$ cat src/rtl/aud_clk_pkg.sv
package aud_clk_pkg;
  localparam int PRE_W = 3;
  localparam int SPD_W = 2;
  localparam int CFG_W = PRE_W + SPD_W;

  typedef enum logic [SPD_W-1:0] {
    SPD_SINGLE = 2'd0,
    SPD_DOUBLE = 2'd1,
    SPD_QUAD   = 2'd2,
    SPD_RSVD   = 2'd3
  } spd_mode_e;

  typedef struct packed {
    logic [PRE_W-1:0] pre;
    logic [SPD_W-1:0] spd;
  } clk_cfg_t;
endpackage

$ cat src/rtl/aud_clk_cfg.sv
module aud_clk_cfg #(
  parameter int CNT_W = 6
) (
  input  logic                          clk,
  input  logic                          rst,
  input  logic [aud_clk_pkg::PRE_W-1:0] pre_sel,
  input  logic [aud_clk_pkg::SPD_W-1:0] spd_sel,
  output logic                          restart,
  output logic                          valid,
  output logic [CNT_W-1:0]              period,
  output logic [CNT_W-1:0]              lo_len
);
  import aud_clk_pkg::*;

  clk_cfg_t cfg_q;
  clk_cfg_t cfg_in;
  logic [CNT_W-1:0] pre_x2;
  logic [1:0]       shamt;
  logic             pre_ok;
  logic             spd_ok;

  assign cfg_in = '{pre: pre_sel, spd: spd_sel};

  always_ff @(posedge clk) begin
    cfg_q <= cfg_in;
  end

  assign restart = !rst && (cfg_in != cfg_q);

  // Pre-divide in reference half-MCLK units: 1 -> 2, 1.5 -> 3, 2 -> 4, 3 -> 6, 4 -> 8
  always_comb begin
    pre_ok = 1'b1;
    case (cfg_q.pre)
      3'd0:    pre_x2 = CNT_W'(2);
      3'd1:    pre_x2 = CNT_W'(3);
      3'd2:    pre_x2 = CNT_W'(4);
      3'd3:    pre_x2 = CNT_W'(6);
      3'd4:    pre_x2 = CNT_W'(8);
      default: begin pre_x2 = CNT_W'(2); pre_ok = 1'b0; end
    endcase
  end

  always_comb begin
    spd_ok = 1'b1;
    case (spd_mode_e'(cfg_q.spd))
      SPD_SINGLE: shamt = 2'd2;
      SPD_DOUBLE: shamt = 2'd1;
      SPD_QUAD:   shamt = 2'd0;
      default:    begin shamt = 2'd0; spd_ok = 1'b0; end
    endcase
  end

  assign valid  = pre_ok && spd_ok;
  assign period = pre_x2 << shamt;
  assign lo_len = CNT_W'((period + CNT_W'(1)) >> 1);

  assert_period_range_R1: assert property (@(posedge clk) disable iff (rst)
    valid |-> (period >= CNT_W'(2) && period <= CNT_W'(32)));
endmodule

$ cat src/rtl/aud_clk_bitdiv.sv
module aud_clk_bitdiv #(
  parameter int CNT_W = 6
) (
  input  logic             clk,
  input  logic             rst,
  input  logic             restart,
  input  logic             valid,
  input  logic [CNT_W-1:0] period,
  input  logic [CNT_W-1:0] lo_len,
  output logic             sclk,
  output logic             wrap
);
  logic [CNT_W-1:0] cnt;
  logic [CNT_W-1:0] cnt_nxt;
  logic             last;
  logic             run;

  assign run     = valid && !restart;
  assign last    = (cnt == period - CNT_W'(1));
  assign cnt_nxt = last ? '0 : cnt + CNT_W'(1);
  assign wrap    = run && last;

  always_ff @(posedge clk) begin
    if (rst || !run) begin
      cnt  <= '0;
      sclk <= 1'b0;
    end else begin
      cnt  <= cnt_nxt;
      sclk <= (cnt_nxt >= lo_len);
    end
  end

  assert_cnt_inside_R1: assert property (@(posedge clk) disable iff (rst)
    valid |-> cnt < period);
  assert_restart_clears_R6: assert property (@(posedge clk) disable iff (rst)
    restart |=> (cnt == '0 && !sclk));
  assert_rsvd_sclk_low_R5: assert property (@(posedge clk) disable iff (rst)
    !valid |=> !sclk);
endmodule

$ cat src/rtl/aud_clk_frame.sv
module aud_clk_frame #(
  parameter int HALF_BITS = 32,
  localparam int BC_W = $clog2(HALF_BITS)
) (
  input  logic clk,
  input  logic rst,
  input  logic restart,
  input  logic valid,
  input  logic wrap,
  output logic lrck
);
  logic [BC_W-1:0] bc;
  logic            bc_last;

  assign bc_last = (bc == BC_W'(HALF_BITS - 1));

  always_ff @(posedge clk) begin
    if (rst || restart || !valid) begin
      bc   <= '0;
      lrck <= 1'b0;
    end else if (wrap) begin
      bc <= bc_last ? '0 : bc + BC_W'(1);
      if (bc_last) lrck <= ~lrck;
    end
  end

  assert_bc_hold_R3: assert property (@(posedge clk) disable iff (rst)
    (valid && !restart && !wrap) |=> $stable(bc));
  assert_rsvd_lrck_low_R5: assert property (@(posedge clk) disable iff (rst)
    !valid |=> !lrck);
endmodule

$ cat src/rtl/aud_master_clkgen.sv
module aud_master_clkgen #(
  parameter int CNT_W     = 6,
  parameter int HALF_BITS = 32
) (
  input  logic       clk,
  input  logic       rst,
  input  logic [2:0] pre_sel,
  input  logic [1:0] spd_sel,
  output logic       lrck,
  output logic       sclk,
  output logic       mclk_en
);
  logic             restart;
  logic             valid;
  logic             wrap;
  logic [CNT_W-1:0] period;
  logic [CNT_W-1:0] lo_len;
  logic             ph;

  aud_clk_cfg #(.CNT_W(CNT_W)) u_cfg (
    .clk(clk), .rst(rst), .pre_sel(pre_sel), .spd_sel(spd_sel),
    .restart(restart), .valid(valid), .period(period), .lo_len(lo_len)
  );

  aud_clk_bitdiv #(.CNT_W(CNT_W)) u_bit (
    .clk(clk), .rst(rst), .restart(restart), .valid(valid),
    .period(period), .lo_len(lo_len), .sclk(sclk), .wrap(wrap)
  );

  aud_clk_frame #(.HALF_BITS(HALF_BITS)) u_frm (
    .clk(clk), .rst(rst), .restart(restart), .valid(valid),
    .wrap(wrap), .lrck(lrck)
  );

  always_ff @(posedge clk) begin
    if (rst) ph <= 1'b0;
    else     ph <= ~ph;
  end
  assign mclk_en = ph;

  assert_lrck_on_fall_R3: assert property (@(posedge clk) disable iff (rst)
    (lrck != $past(lrck) && !$past(restart) && !$past(rst)) |-> $fell(sclk));
  assert_mclk_alt_R8: assert property (@(posedge clk) disable iff (rst)
    !$past(rst) |-> (mclk_en != $past(mclk_en)));
  assert_change_low_R6: assert property (@(posedge clk) disable iff (rst)
    restart |=> (!lrck && !sclk));
endmodule

$ cat config.mk
export PLATFORM = sky130hd
export DESIGN_NAME = aud_master_clkgen
export DESIGN_NICKNAME = d
export VERILOG_FILES = /design/src/rtl/aud_clk_pkg.sv /design/src/rtl/aud_clk_cfg.sv /design/src/rtl/aud_clk_bitdiv.sv /design/src/rtl/aud_clk_frame.sv /design/src/rtl/aud_master_clkgen.sv
export SDC_FILE = /design/constraint.sdc
export NUM_CORES = 1
export LEC_CHECK = 0
export ABC_CLOCK_PERIOD_IN_PS = 3800
export BUFFER_PORTS_ARGS = -buffer_cell sky130_fd_sc_hd__buf_2
export CORE_AREA = 2 2 55 51
export CTS_BUF_LIST = sky130_fd_sc_hd__clkbuf_8
export DETAILED_ROUTE_END_ITERATION = 10
export DIE_AREA = 0 0 57 53
export GPL_TIMING_DRIVEN = 0
export PLACE_DENSITY = 0.73
export RECOVER_POWER = 50
export SYNTH_ARGS = -nofsm -noshare
export SYNTH_HDL_FRONTEND = slang
export SYNTH_SLANG_ARGS = --single-unit
$ cat constraint.sdc
create_clock -name clk -period 3.8 [get_ports clk]
set_clock_uncertainty 0.15 [all_clocks]
set_input_delay 0 -clock clk [delete_from_list [all_inputs] [get_ports clk]]
set_output_delay 0 -clock clk [all_outputs]
set_load 0.05 [all_outputs]
# Word-level counts from Yosys, hierarchy flattened
# Cells that the tools add are included.
# Widths: inputs -> output; s select.
[word_totals]
reg_bits = 19
word_cells = 46
ram_bits = 0
inputBits = 7
out_inout_bits = 3
rom_bits = 0
latchBits = 0
memories = 0
[classes]
mul = 0
mux = 6
add_sub_neg = 4
n_div = 0
order_cmp = 1
shift = 1
bitwise = 2
eq_ne = 9
n_reduce_logical = 16
[op_table]
columns = ["cell", "n"]
rows = [
  ["$pmux 4 s4", 1],
  ["$add 6x1->6 const B", 2],
  ["$eq 3x2->1 const B", 2],
  ["$eq 6x6->1", 1],
  ["$ge 6x5->1", 1],
  ["$mux 6", 1],
  ["$shl 4x2->6", 1],
  ["$sub 6x1->6 const B", 1],
  ["$add 5x1->5 const B", 1],
  ["$eq 5x5->1 const B", 1],
  ["$mux 5", 1],
  ["$ne 5x5->1", 1],
  ["$reduce_or 5->1", 1],
  ["$logic_and 1x1->1", 4],
  ["$logic_not 1->1", 4],
  ["$pmux 2 s2", 1],
  ["$eq 3x1->1 const B", 1],
  ["$eq 3x3->1 const B", 1],
  ["$logic_not 3->1", 1],
  ["$logic_or 1x1->1", 3],
  ["$reduce_or 3->1", 1],
  ["$eq 2x1->1 const B", 1],
  ["$eq 2x2->1 const B", 1],
  ["$logic_not 2->1", 1],
  ["3 further kinds", 5],
]

# Depth between registers and ports, before layout
[logic_depth]
ltp_word = 7
mapped_depth = 20
ltp_nobuf = 19

# Hierarchy
# From an unflattened synthesis, not the netlist that was laid out.
[hier_totals]
cells_unflattened = 156
hier_area_um2 = 1357.6
[modules_own_cells]
columns = ["mod", "area_each_um2", "cells_per_inst", "instances", "seq_area_each_um2"]
rows = [
  ["aud_clk_bitdiv", 600.6, 73, 1, 140.1],
  ["aud_clk_cfg", 460.4, 54, 1, 100.1],
  ["aud_clk_frame", 272.8, 27, 1, 120.1],
  ["aud_master_clkgen", 23.8, 2, 1, 20.0],
]

# Least setup slack after synthesis
# OpenSTA, ideal clock, no wires.
[synth_timing]
path_type = "reg2reg"
from = "reg u_cfg.cfg_q[4] (netlist bit)"
to = "reg u_bit.sclk"
t_required_ns = 3.522
stages_incl_launch_ff = 21
slack_ns = 0.518
arrival_time_ns = 3.004
path_cell_list = "dfxtp_1 > buf_4 > nor2_1 > nand2_1 > nand2_1 > nand2_1 > and2_1 > ha_1 > xnor2_1 > nor2_1 > nor4bb_1 > o211a_4 > or2_1 > ha_1 > nand2b_1 > a21oi_1 > nor2b_1 > o21ai_0 > nand2b_1 > a21oi_1 > o22ai_1"
[synth_between]
elab_chain_cells = 7
elab_cells_between_ends = 21
classes_between = "add/sub: 2; order compare: 1; eq/ne: 6; shift: 1; mux: 3; reduce/logical: 8"
[synth_lines]
columns = ["element", "line", "source"]
rows = [
  ["start, declared", "aud_clk_cfg.sv:15", "clk_cfg_t cfg_q;"],
  ["start signal, assigned", "aud_clk_cfg.sv:25", "cfg_q <= cfg_in;"],
  ["$eq 3x3->1 (tied with other cells)", "aud_clk_cfg.sv:33", "case (cfg_q.pre)"],
  ["$pmux 4 s4 or $reduce_or 5->1 (tied branches)", "--", ""],
  ["$shl 4x2->6 or $mux 1 (tied branches)", "aud_clk_cfg.sv:54, aud_clk_cfg.sv:33", ""],
  ["$sub 6x1->6 or $logic_and 1x1->1 (tied branches)", "aud_clk_bitdiv.sv:19, aud_clk_cfg.sv:53", ""],
  ["$eq 6x6->1 or $logic_and 1x1->1 (tied branches)", "aud_clk_bitdiv.sv:19, aud_clk_bitdiv.sv:18", ""],
  ["$mux 6 or $logic_not 1->1 (tied branches)", "aud_clk_bitdiv.sv:20, aud_clk_bitdiv.sv:24", ""],
  ["$ge 6x5->1 or $logic_or 1x1->1 (tied branches)", "aud_clk_bitdiv.sv:29, aud_clk_bitdiv.sv:24", ""],
  ["end signal, assigned", "aud_clk_bitdiv.sv:29", "sclk <= (cnt_nxt >= lo_len);"],
  ["end, declared", "aud_clk_bitdiv.sv:10", "output logic sclk,"],
]
# Parallel ways exist; a longest one is shown, timed or not.
# A chain may end at the register's enable or synchronous reset.

# Worst setup path after layout
# Same ends and word-level chain as after synthesis.

==> impl_metrics.env <==
export IMPL_grt_max_degree=12
export IMPL_setup_violations=0
export IMPL_overflow=0
export IMPL_power_frac_comb_pct=19.2
export IMPL_end_kind="flip-flop"
export IMPL_hpwl_um=1900
export IMPL_run_status="finished, final reports clean"
export IMPL_die_w_um=57
export IMPL_p_int_mw=0.312
export IMPL_synth_warnings=0
export IMPL_synth_nets=173
export IMPL_r2r_setup_slack_ps=240
export IMPL_power_density_mw_per_mm2=286
export IMPL_max_slew_margin_rel_pct=59.9
export IMPL_synth_seq_cells=19
export IMPL_place_inst=193
export IMPL_min_period_ps=3560
export IMPL_path_max_fanout=10
export IMPL_nets=194
export IMPL_synthCells=156
export IMPL_syn_area_mm2=0.00129
export IMPL_wl_per_cell_um=12.8
export IMPL_p_switching_mw=0.115
export IMPL_ios=10
export IMPL_tightest_slew_ps=604
export IMPL_swShare_pct=26.9
export IMPL_rows=17
export IMPL_yosys_area_top_type_share_pct=29.5
export IMPL_crit_type="reg2reg"
export IMPL_worstPathRequired_ps=3780
export IMPL_yosys_area_top_type="dfxtp_1"
export IMPL_clk_latency_ps=260
export IMPL_start_util_pct=53.1
export IMPL_finalWeightedCongestion=0.792
export IMPL_cp_slowest_cell="dfxtp_1"
export IMPL_coreArea_mm2=0.00242
export IMPL_io_buffers=9
export IMPL_dr_pass1_iters=5
export IMPL_holdWs_ps=255
export IMPL_route_detailed_drc=0
export IMPL_fin_cells=204
export IMPL_drt_initial_drc_count=29
export IMPL_track_usage_pct=19.4
export IMPL_die_area_mm2=0.00302
export IMPL_max_freq_mhz=281
export IMPL_path_clk_slew_ps=70
export IMPL_postRouteAntennaNets=0
export IMPL_clkSinkCount=19
export IMPL_hp_class="in2reg"
export IMPL_start_kind="flip-flop"
export IMPL_grt_pass1_vias=1050
export IMPL_antennaDiodeCount=0
export IMPL_post_route_period_util_pct=93.7
export IMPL_worstPathCellList="buf_4 -> xnor2_2 -> nand2_1 -> and2_1 -> ha_1 -> xnor2_1 -> nor2_1 -> nor4bb_2 -> buf_4 -> o211a_4 -> or2_1 -> ha_1 -> nand2b_1 -> a21oi_1 -> nor2b_1 -> o21ai_0 -> nand2b_1 -> a21oi_1 -> o22ai_1"
export IMPL_ys_types=44
export IMPL_die_h_um=53
export IMPL_max_stage_delay_ps=320
export IMPL_clkPwrFrac_pct=32.7
export IMPL_irDropWorstVdd_mv=0.220
export IMPL_syn_to_final_growth_pct=15.7
export IMPL_clockBufferDepth=2
export IMPL_antenna_found_initial=0
export IMPL_seq_area_frac_synth_pct=29.5
export IMPL_synthTopCellsByArea="dfxtp_1, ha_1, nor2_1"
export IMPL_worstPathArrival_ps=3540
export IMPL_cts_htree_levels=1
export IMPL_cts_buffers=3
export IMPL_syn_avg_cell_area_um2=8.26
export IMPL_seq_power_share_pct=48.1
export IMPL_drive_gt1_share_pct=12.5
export IMPL_viasPerCell=5.48
export IMPL_drv_cap=0
export IMPL_num_vias=1117
export IMPL_p_leak_nw=0.611
export IMPL_cts_tree="built"
export IMPL_grt_first_pass_wirelength_um=4570
export IMPL_ctsRootBufferMaster="clkbuf_8"
export IMPL_slew_violations=0
export IMPL_final_hold_violation_count=0
export IMPL_routed_wl_um=2610
## state kept, by name, indices dropped and copies added, names as in the netlist
signal       count
u_frm.lrck       1
u_bit.sclk       1
u_bit.cnt        6
u_cfg.cfg_q      5
mclk_en          1
u_frm.bc         5
## power by group through the flow
stage,clock (mW),combinational [mW],sequential [mW]
floorplan,0,0.0557,0.212
global route,0.151,0.0910,0.205
CTS,0.144,0.0803,0.205
finish,0.139,0.0820,0.205
global placement,0,0.0713,0.209
detailed placement,0,0.0738,0.209
## cells in the mapped netlist (all sizes together)
master	instances
buf	6
a21oi	9
mux2i	3
a31oi	2
nor2b	1
or2	3
and3	1
o21ai	4
and3b	1
o211a	1
a31o	2
nor3	2
nor3b	1
o22ai	1
ha	10
a21o	1
inv	12
xor2	9
maj3	1
nor4bb	1
and2	1
or4bb	1
nor4	1
clkbuf	1
xnor2	9
o31a	1
nand2	14
dfxtp	19
nand4	1
o211ai	1
or3b	1
or4	1
nor2	22
o2111a	1
nand3	9
nand2b	2
## logic make-up after synthesis
logic type	after synthesis	share of synthesized area [%]
compound gates	23	13.4
xor+xnor	18	12.8
fa+ha+maj	11	10.5
buf+inv	19	6.99
flops	19	29.5
mux	3	2.33
simple gates	63	24.5
## routing by layer
layer | vias to the layer above | wire (um) | global-route usage (%)
li1 | 564 | - | -
met1 | 517 | 1120 | 23.1
met2 | 28 | 1320 | 33.9
met3 | 8 | 107 | 3.67
met4 | 0 | 51 | 8.91
met5 | - | 0 | 0
## final cells by class
class,instances,area [um2]
tap,28,35.0
fill,220,933
clock inverter,1,5.00
multi-input combinational,118,832
inverter,12,45.0
buffer,7,50.0
clock buffer,3,41.3
sequential,19,380
timing repair buffer,16,103
## final timing paths
| check | from | to | cells past startpoint |
|---|---|---|---|
| max | u_cfg.cfg_q[4]$_DFF_P_ | u_bit.sclk$_SDFF_PP0_ | 19 |
| max reg2reg | u_cfg.cfg_q[4]$_DFF_P_ | u_bit.sclk$_SDFF_PP0_ | 19 |
| min reg2reg | mclk_en$_SDFF_PP0_ | mclk_en$_SDFF_PP0_ | 1 |
| min | pre_sel[1] | u_cfg.cfg_q[3]$_DFF_P_ | 2 |
## through the flow
step / setup TNS [ps] / setup WS, ps / power [mW] / util [%] / instance area (um2)
6_report: 0 / 240 / 0.426 / 61.5 / 1490
5_1_grt: -1.56 / -1.56 / 0.447 / 61.5 / 1490
4_1_cts: 0 / 73.1 / 0.429 / 61.1 / 1480
3_5_place_dp: -38.4 / -38.4 / 0.283 / 56.4 / 1370
3_3_place_gp: 0 / 95.8 / 0.280 / 56.4 / 1370
2_1_floorplan: 0 / 518 / 0.267 / - / 1290
## worst max-delay path, delay by kind of cell (launching register included)
| kind | cells | cell delay [ps] |
|---|---|---|
| AOI/OAI and AO/OA | 5 | 740 |
| xor gates and xnor gates | 2 | 350 |
| adders and majority gates | 2 | 590 |
| buffers and inverters | 2 | 330 |
| DFF | 1 | 320 |
| and+or+nand+nor | 8 | 950 |
## layout by cell type, fill, tap and decap left out, types with 2 or more instances in the layout
cell type / instances
buf_4: 3
clkbuf_4: 2
a31o_1: 2
a21oi_1: 8
clkbuf_8: 3
dlygate4sd3_1: 6
nor3_1: 2
nand2b_1: 2
buf_2: 2
mux2i_1: 3
o21ai_0: 4
nor2_1: 21
dfxtp_1: 19
nand3_1: 9
nand2_1: 13
xnor2_1: 8
ha_1: 10
clkbuf_1: 9
xor2_1: 9
or2_1: 2
inv_1: 11
## what timing repair did
action                     in CTS  in global routing
buffers inserted                0                  1
setup endpoints to repair       1                  1
gates resized for setup         1                  4
pin swaps                       0                  1
hold endpoints to repair        6                  0
hold buffers                    6                  0
No activity file was read; power rests on OpenSTA's default activity.
